### config.mk
export PLATFORM = sky130hd
export DESIGN_NAME = qspi_queue_master
export DESIGN_NICKNAME = d
export VERILOG_FILES = /design/src/rtl/qspi_pkg.sv /design/src/rtl/qspi_halfclk.sv /design/src/rtl/qspi_shift.sv /design/src/rtl/qspi_queue_master.sv
export SDC_FILE = /design/constraint.sdc
export NUM_CORES = 1
export LEC_CHECK = 0
export BUFFER_PORTS_ARGS = -buffer_cell sky130_fd_sc_hd__buf_2
export CAP_MARGIN = 20
export CORE_MARGIN = 4
export CORE_UTILIZATION = 40
export CTS_BUF_LIST = sky130_fd_sc_hd__clkbuf_8
export DETAILED_ROUTE_END_ITERATION = 16
export HOLD_SLACK_MARGIN = 0.02
export SYNTH_ARGS = -nofsm -noshare
export SYNTH_HDL_FRONTEND = slang
export SYNTH_SLANG_ARGS = --single-unit
### constraint.sdc
create_clock -name clk -period 3.6 [get_ports clk]
set_clock_uncertainty 0.2 [all_clocks]
set_input_delay 0.54 -clock clk [delete_from_list [all_inputs] [get_ports clk]]
set_output_delay 0.54 -clock clk [all_outputs]
set_load 0.02 [all_outputs]
### src/rtl/qspi_pkg.sv
package qspi_pkg;
  localparam int NCS = 4;

  typedef struct packed {
    logic       keep;
    logic       quad;
    logic       qin;
    logic       wide;
    logic [1:0] cs;
  } slot_t;

  typedef enum logic [1:0] {ST_IDLE, ST_SHIFT, ST_HOLD, ST_GAP} st_t;

  localparam logic [1:0] RGN_CTL = 2'd0;
  localparam logic [1:0] RGN_CMD = 2'd1;
  localparam logic [1:0] RGN_TX  = 2'd2;
  localparam logic [1:0] RGN_RX  = 2'd3;

  localparam logic [2:0] IX_DIV  = 3'd0;
  localparam logic [2:0] IX_CFG  = 3'd1;
  localparam logic [2:0] IX_BEG  = 3'd2;
  localparam logic [2:0] IX_END  = 3'd3;
  localparam logic [2:0] IX_GO   = 3'd4;
  localparam logic [2:0] IX_STAT = 3'd5;
  localparam logic [2:0] IX_LOCK = 3'd6;
endpackage

### src/rtl/qspi_halfclk.sv
module qspi_halfclk #(
  parameter int DW = 8
) (
  input  logic          clk,
  input  logic          rst_n,
  input  logic          run,
  input  logic [DW-1:0] div,
  output logic          tick
);
  logic [DW-1:0] cnt;
  logic [DW-1:0] lim;

  assign lim  = (div == '0) ? DW'(1) : div;
  assign tick = run && (cnt == lim - DW'(1));

  always_ff @(posedge clk) begin
    if (!rst_n)      cnt <= '0;
    else if (!run)   cnt <= '0;
    else if (tick)   cnt <= '0;
    else             cnt <= cnt + DW'(1);
  end

  AST_TICK_GAP: assert property (@(posedge clk) disable iff (!rst_n)
    (tick && lim > DW'(1)) |=> !tick);
endmodule

### src/rtl/qspi_shift.sv
module qspi_shift (
  input  logic        clk,
  input  logic        rst_n,
  input  logic        load,
  input  logic [15:0] load_val,
  input  logic        quad,
  input  logic        sample,
  input  logic        shift,
  input  logic [3:0]  din,
  output logic [3:0]  dout,
  output logic [15:0] rx_word
);
  logic [15:0] sr;

  assign dout = quad ? sr[15:12] : {3'b000, sr[15]};

  always_ff @(posedge clk) begin
    if (!rst_n) begin
      sr      <= '0;
      rx_word <= '0;
    end else if (load) begin
      sr      <= load_val;
      rx_word <= '0;
    end else begin
      if (shift)  sr      <= quad ? {sr[11:0], 4'b0000} : {sr[14:0], 1'b0};
      if (sample) rx_word <= quad ? {rx_word[11:0], din} : {rx_word[14:0], din[1]};
    end
  end

  AST_EDGE_EXCL: assert property (@(posedge clk) disable iff (!rst_n)
    !(sample && shift) && !(load && (sample || shift)));
endmodule

### src/rtl/qspi_queue_master.sv
module qspi_queue_master
  import qspi_pkg::*;
#(
  parameter int SLOTS = 16,
  parameter int DIVW  = 8,
  localparam int PW    = $clog2(SLOTS),
  localparam int BYTES = 2 * SLOTS,
  localparam int BW    = $clog2(BYTES),
  localparam int AW    = BW + 2
) (
  input  logic          clk,
  input  logic          rst_n,
  input  logic          reg_we,
  input  logic [AW-1:0] reg_addr,
  input  logic [7:0]    reg_wdata,
  output logic [7:0]    reg_rdata,
  output logic          spi_sck,
  output logic [NCS-1:0] spi_cs_n,
  output logic [3:0]    spi_dout,
  output logic [3:0]    spi_oe,
  input  logic [3:0]    spi_din,
  output logic          bus_lock
);
  logic [DIVW-1:0] div_q;
  logic            en_q, cpol_q, cpha_q, hold_q, done_q, lock_q;
  logic [PW-1:0]   start_ptr, stop_ptr, ptr, load_ptr;
  logic [5:0]      cmd_mem [SLOTS];
  logic [7:0]      tx_mem  [BYTES];
  logic [7:0]      rx_mem  [BYTES];

  st_t         state;
  slot_t       cur, nxt;
  logic [5:0]  k, k_last;
  logic        sck_q, cs_on, tick, busy, last_slot, go_ok, load_now;
  logic        sample, shift_e;
  logic [1:0]  cs_idx;
  logic [15:0] load_val, rx_word;
  logic [1:0]  rgn;
  logic        ctl_we;

  assign rgn       = reg_addr[AW-1 -: 2];
  assign ctl_we    = reg_we && rgn == RGN_CTL;
  assign busy      = state != ST_IDLE;
  assign last_slot = ptr == stop_ptr;
  assign go_ok     = ctl_we && reg_addr[2:0] == IX_GO && reg_wdata[0] && !busy && en_q;

  qspi_halfclk #(.DW(DIVW)) i_hclk (
    .clk(clk), .rst_n(rst_n), .run(busy), .div(div_q), .tick(tick)
  );

  always_comb begin
    k_last   = cur.quad ? (cur.wide ? 6'd7 : 6'd3) : (cur.wide ? 6'd31 : 6'd15);
    load_ptr = busy ? ptr + PW'(1) : start_ptr;
    nxt      = slot_t'(cmd_mem[load_ptr]);
    load_now = go_ok || (tick && ((state == ST_HOLD && !last_slot && cur.keep) ||
                                  state == ST_GAP));
    load_val = nxt.wide ? {tx_mem[{load_ptr, 1'b0}], tx_mem[{load_ptr, 1'b1}]}
                        : {tx_mem[{load_ptr, 1'b0}], 8'h00};
    sample   = state == ST_SHIFT && tick && (k[0] == cpha_q);
    shift_e  = state == ST_SHIFT && tick && (k[0] != cpha_q) && (k != 6'd0);
  end

  qspi_shift i_shift (
    .clk(clk), .rst_n(rst_n), .load(load_now), .load_val(load_val),
    .quad(cur.quad), .sample(sample), .shift(shift_e), .din(spi_din),
    .dout(spi_dout), .rx_word(rx_word)
  );

  // Slot sequencer
  always_ff @(posedge clk) begin
    if (!rst_n) begin
      state  <= ST_IDLE;
      ptr    <= '0;
      cur    <= '0;
      k      <= '0;
      sck_q  <= 1'b0;
      cs_on  <= 1'b0;
      cs_idx <= '0;
    end else if (load_now) begin
      ptr    <= load_ptr;
      cur    <= nxt;
      cs_idx <= nxt.cs;
      cs_on  <= 1'b1;
      k      <= '0;
      state  <= ST_SHIFT;
    end else begin
      case (state)
        ST_IDLE:  sck_q <= cpol_q;
        ST_SHIFT: if (tick) begin
          sck_q <= ~sck_q;
          k     <= k + 6'd1;
          if (k == k_last) state <= ST_HOLD;
        end
        ST_HOLD: if (tick) begin
          cs_on <= last_slot ? (cur.keep && hold_q) : 1'b0;
          state <= last_slot ? ST_IDLE : ST_GAP;
        end
        default: ;
      endcase
    end
  end

  // Received data and completion flag
  always_ff @(posedge clk) begin
    if (!rst_n) begin
      done_q <= 1'b0;
      for (int i = 0; i < BYTES; i++) rx_mem[i] <= '0;
    end else begin
      if (state == ST_HOLD && tick) begin
        if (cur.wide) rx_mem[{ptr, 1'b0}] <= rx_word[15:8];
        rx_mem[{ptr, 1'b1}] <= rx_word[7:0];
      end
      if (state == ST_HOLD && tick && last_slot) done_q <= 1'b1;
      else if (ctl_we && reg_addr[2:0] == IX_STAT) done_q <= 1'b0;
    end
  end

  // Programming registers and queue memories
  always_ff @(posedge clk) begin
    if (!rst_n) begin
      div_q <= '0; en_q <= 1'b0; cpol_q <= 1'b0; cpha_q <= 1'b0;
      start_ptr <= '0; stop_ptr <= '0; hold_q <= 1'b0; lock_q <= 1'b0;
      for (int i = 0; i < SLOTS; i++) cmd_mem[i] <= '0;
      for (int i = 0; i < BYTES; i++) tx_mem[i] <= '0;
    end else begin
      if (ctl_we) begin
        case (reg_addr[2:0])
          IX_DIV:  if (!busy) div_q <= reg_wdata[DIVW-1:0];
          IX_CFG:  if (!busy) {en_q, cpol_q, cpha_q} <= reg_wdata[2:0];
          IX_BEG:  if (!busy) start_ptr <= reg_wdata[PW-1:0];
          IX_END:  if (!busy) stop_ptr <= reg_wdata[PW-1:0];
          IX_GO:   if (go_ok) hold_q <= reg_wdata[1];
          IX_LOCK: lock_q <= reg_wdata[0];
          default: ;
        endcase
      end
      if (reg_we && !busy && rgn == RGN_CMD) cmd_mem[reg_addr[PW-1:0]] <= reg_wdata[5:0];
      if (reg_we && !busy && rgn == RGN_TX)  tx_mem[reg_addr[BW-1:0]]  <= reg_wdata;
    end
  end

  always_comb begin
    reg_rdata = '0;
    case (rgn)
      RGN_CTL: case (reg_addr[2:0])
        IX_DIV:  reg_rdata = 8'(div_q);
        IX_CFG:  reg_rdata = {5'b0, en_q, cpol_q, cpha_q};
        IX_BEG:  reg_rdata = 8'(start_ptr);
        IX_END:  reg_rdata = 8'(stop_ptr);
        IX_GO:   reg_rdata = {6'b0, hold_q, 1'b0};
        IX_STAT: reg_rdata = {6'b0, busy, done_q};
        IX_LOCK: reg_rdata = {7'b0, lock_q};
        default: reg_rdata = '0;
      endcase
      RGN_CMD: reg_rdata = {2'b00, cmd_mem[reg_addr[PW-1:0]]};
      RGN_TX:  reg_rdata = tx_mem[reg_addr[BW-1:0]];
      default: reg_rdata = rx_mem[reg_addr[BW-1:0]];
    endcase
  end

  assign spi_sck  = sck_q;
  assign spi_cs_n = cs_on ? ~(NCS'(1) << cs_idx) : '1;
  assign spi_oe   = !busy ? 4'h0 : (cur.quad ? (cur.qin ? 4'h0 : 4'hF) : 4'h1);
  assign bus_lock = lock_q;

  AST_CS_FALL_BUSY: assert property (@(posedge clk) disable iff (!rst_n)
    $fell(&spi_cs_n) |-> busy);
  AST_CS_RISE_SCK_IDLE: assert property (@(posedge clk) disable iff (!rst_n)
    $rose(&spi_cs_n) |-> spi_sck == cpol_q);
  AST_DONE_FROM_BUSY: assert property (@(posedge clk) disable iff (!rst_n)
    $rose(done_q) |-> $past(busy));
  AST_PTR_FROZEN: assert property (@(posedge clk) disable iff (!rst_n)
    busy |=> ($stable(start_ptr) && $stable(stop_ptr)));
endmodule

==> impl_metrics.env <==
export IMPL_leakage_nw=16.0
export IMPL_synth_avg_cell_area_um2=12.0
export IMPL_antenna_found_initial=5
export IMPL_fin_setup_tns_ps=-1360
export IMPL_rows=109
export IMPL_power_switching_w=0.00446
export IMPL_slew_headroom=0.257
export IMPL_period_minus_slack_ps=3880
export IMPL_yosysWarnings=0
export IMPL_holdPathStages=5
export IMPL_setup_violations=6
export IMPL_synth_seq_area_share=0.551
export IMPL_finalNonFillerCells=4443
export IMPL_placed_area_mm2=0.0391
export IMPL_synth_cells=3024
export IMPL_min_period_over_period=1.08
export IMPL_synth_edf_count=608
export IMPL_most_common_layout_cells="edfxtp_1, and2_1, nand2_1, buf_4, mux4_2"
export IMPL_wl_um=115000
export IMPL_die_w_um=309
export IMPL_yosys_area_top_type="edfxtp_1"
export IMPL_worst_pin_slew_ps=1110
export IMPL_gr_total_overflow=0
export IMPL_crit_type="flip-flop to output port"
export IMPL_clock_path_buffers=3
export IMPL_yosysTopAreaCellShare=0.505
export IMPL_ant_nets=0
export IMPL_cp_arrival_ps=3140
export IMPL_p_seq_frac=0.509
export IMPL_path_clk_slew_ps=60
export IMPL_syn_nets=3058
export IMPL_final_max_slew_viol_count=0
export IMPL_worstPathMaxFanout=2
export IMPL_detail_route_wl_per_cell_um=25.8
export IMPL_cts_buffers=113
export IMPL_n_fill_cell=7917
export IMPL_drc=0
export IMPL_start_util=0.406
export IMPL_rr_worst_depth=11
export IMPL_numClockSinks=690
export IMPL_fmax_mhz=258
export IMPL_rsz0062_at_grt="yes"
export IMPL_crit_top_cell="mux4_2"
export IMPL_drv_cap=0
export IMPL_seq_area_mm2=0.0199
export IMPL_synth_seq_cells=690
export IMPL_dr_pass1_iters=8
export IMPL_vias_per_cell=5.84
export IMPL_pwr_share_comb=0.100
export IMPL_cp_depth=6
export IMPL_h_tree_depth=3
export IMPL_status="complete, but fails checks"
export IMPL_swShare=0.249
export IMPL_syn_area_mm2=0.0361
export IMPL_clkLatencyLatePin_ps=750
export IMPL_area_delta_synth_final_pct=15.8
export IMPL_cts_root_buf="clkbuf_8"
export IMPL_crit_chain="mux4_2 > mux4_2 > mux4_2 > nand2_2 > o21ai_2 > buf_6"
export IMPL_ys_flop_type="edfxtp_1"
export IMPL_final_common_cell="edfxtp_1"
export IMPL_fin_nets=3219
export IMPL_cts_tree="done"
export IMPL_dpl_hpwl_um=79500
export IMPL_multi_input_area_mm2=0.0152
export IMPL_violations="setup timing"
export IMPL_fin_area_mm2=0.0419
export IMPL_crit_path_end_kind="output port"
export IMPL_hold_viol=0
export IMPL_grt_max_degree=122
export IMPL_ys_async_sr_fraction=0
export IMPL_power_density_mw_per_mm2=429
export IMPL_io_pins=44
export IMPL_num_vias=25900
export IMPL_yosysUniqueCellTypes=63
export IMPL_crit_path_start_kind="flip-flop"
export IMPL_p_int_w=0.0135
export IMPL_drive_gt1_frac=0.228
export IMPL_power_frac_clock=0.391
export IMPL_fp_coreArea_mm2=0.0891
export IMPL_grt_usage=0.237
export IMPL_critPathTopFamily="multiplexers"
export IMPL_hold_class="primary input to flip-flop"
export IMPL_port_buffer_count=43
export IMPL_yosys_top_cells_area="edfxtp_1, mux4_2, and2_1, nand2_1, dfxtp_1"
export IMPL_fin_util=0.470
export IMPL_die_area_mm2=0.0952
export IMPL_gp_congestion=0.924
export IMPL_drt_iter0_markers=3289
export IMPL_post_place_cells=4209
export IMPL_die_height_um=309
export IMPL_place_ws_ps=-216
export IMPL_cp_num_buf_inv=1
export IMPL_first_global_vias=25300
export IMPL_vdd_drop_max_uv=254
export IMPL_crit_slowest_cell="mux4_2"
export IMPL_grt_pass1_wl_um=169000
export IMPL_finalWorstSetupSlack_ps=-283
export IMPL_worstPathRequired_ps=2860
export IMPL_crit_path_max_incr_delay_ps=560
cells by family after synthesis:
family,Yosys count,synth area share
adders and majority gates,12,0.00415
muxes,268,0.143
xor gates and xnor gates,27,0.00654
AOI/OAI and AO/OA,237,0.0456
buffers and inverters,293,0.0332
and+or+nand+nor,1497,0.217
DFF,690,0.551
registers in the layout (all words and copies together) (netlist names), 4 cells and up:
| register | flops |
|---|---|
| tx_mem | 256 |
| start_ptr | 4 |
| div_q | 8 |
| cur | 4 |
| i_hclk.cnt | 8 |
| i_shift.rx_word | 16 |
| cmd_mem | 96 |
| rx_mem | 256 |
| ptr | 4 |
| i_shift.sr | 16 |
| stop_ptr | 4 |
| k | 6 |
cells in the mapped netlist (5+ instances only):
cell type and count:
inv_1 14, nand2b_1 30, and3_1 161, a21oi_1 30, a21boi_0 16, mux4_2 196
nor4_1 5, edfxtp_1 608, nor2b_1 21, o221a_2 8, a21boi_1 10, nand3b_1 5
a311oi_1 27, o211ai_1 10, mux2_2 19, xnor2_1 13, clkbuf_1 202, mux2i_1 53
clkbuf_2 21, a31oi_1 9, nor2_1 92, nor3_1 8, ha_1 12, xor2_1 14
a211o_1 8, a311o_1 16, and4_1 24, o21ai_0 74, a221oi_1 9, nand3_1 169
and2_1 487, buf_1 23, dfxtp_1 82, nand2_1 466, buf_2 26, or3_1 5
stage by stage:
stage,hold WS (ps),power (W)
after detailed placement,264,0.0110
after global placement,259,0.0110
after CTS,28.6,0.0180
final,98.9,0.0179
after floorplan,237,0.0102
after global routing,125,0.0185
power by group through the flow:
stage	Sequential (W)	Combinational [W]	Clock, W
5_1_grt	0.00914	0.00189	0.00749
6_report	0.00913	0.00180	0.00701
4_1_cts	0.00912	0.00174	0.00714
2_1_floorplan	0.00918	0.00101	0
3_5_place_dp	0.00929	0.00170	0
3_3_place_gp	0.00929	0.00167	0
final timing paths:
kind	to	start	slack, ps
worst min register to register	i_shift.sr[15]	i_shift.sr[15]	270
worst max register to register	rx_mem[15][0]	div_q[3]	120
worst min-delay path	done_q	reg_we	100
worst max-delay path	reg_rdata[0]	tx_mem[5][0]	-280
per-layer routing:
| metal | vias to the layer above | track usage | share of wire |
|---|---|---|---|
| li1 | 11400 | - | - |
| met1 | 12900 | 0.331 | 0.42 |
| met2 | 1445 | 0.371 | 0.46 |
| met3 | 178 | 0.0502 | 0.098 |
| met4 | 0 | 0.0800 | 0.030 |
| met5 | - | 0 | 0 |
worst register-to-register path, stage by stage, from the launching register on:
cell	delay, ps
dfxtp_1	330
nor4_4	310
a21oi_1	150
ha_1	250
xor2_1	180
xnor2_1	230
nor3b_2	200
and4_4	290
and2_2	300
and4_1	390
nand2b_1	190
buf_4	190
area by class of cell:
cell class,count,share of cell area
sequential,690,0.475
multi-input combinational,2043,0.364
timing repair buffer,323,0.0696
clock buffer,125,0.0411
tap,1165,0.0348
clock inverter,78,0.0136
inverter,14,0.00126
antenna,5,0.000299
repair_timing:
item,4_1_cts,5_1_grt
pin swaps,4,2
setup buffers,1,13
hold buffers,6,0
cloned,0,5
gates resized for setup,40,17
setup endpoints to repair,40,298
endpoints found under the hold margin,14,0
Power figures use the tool's default switching activity.
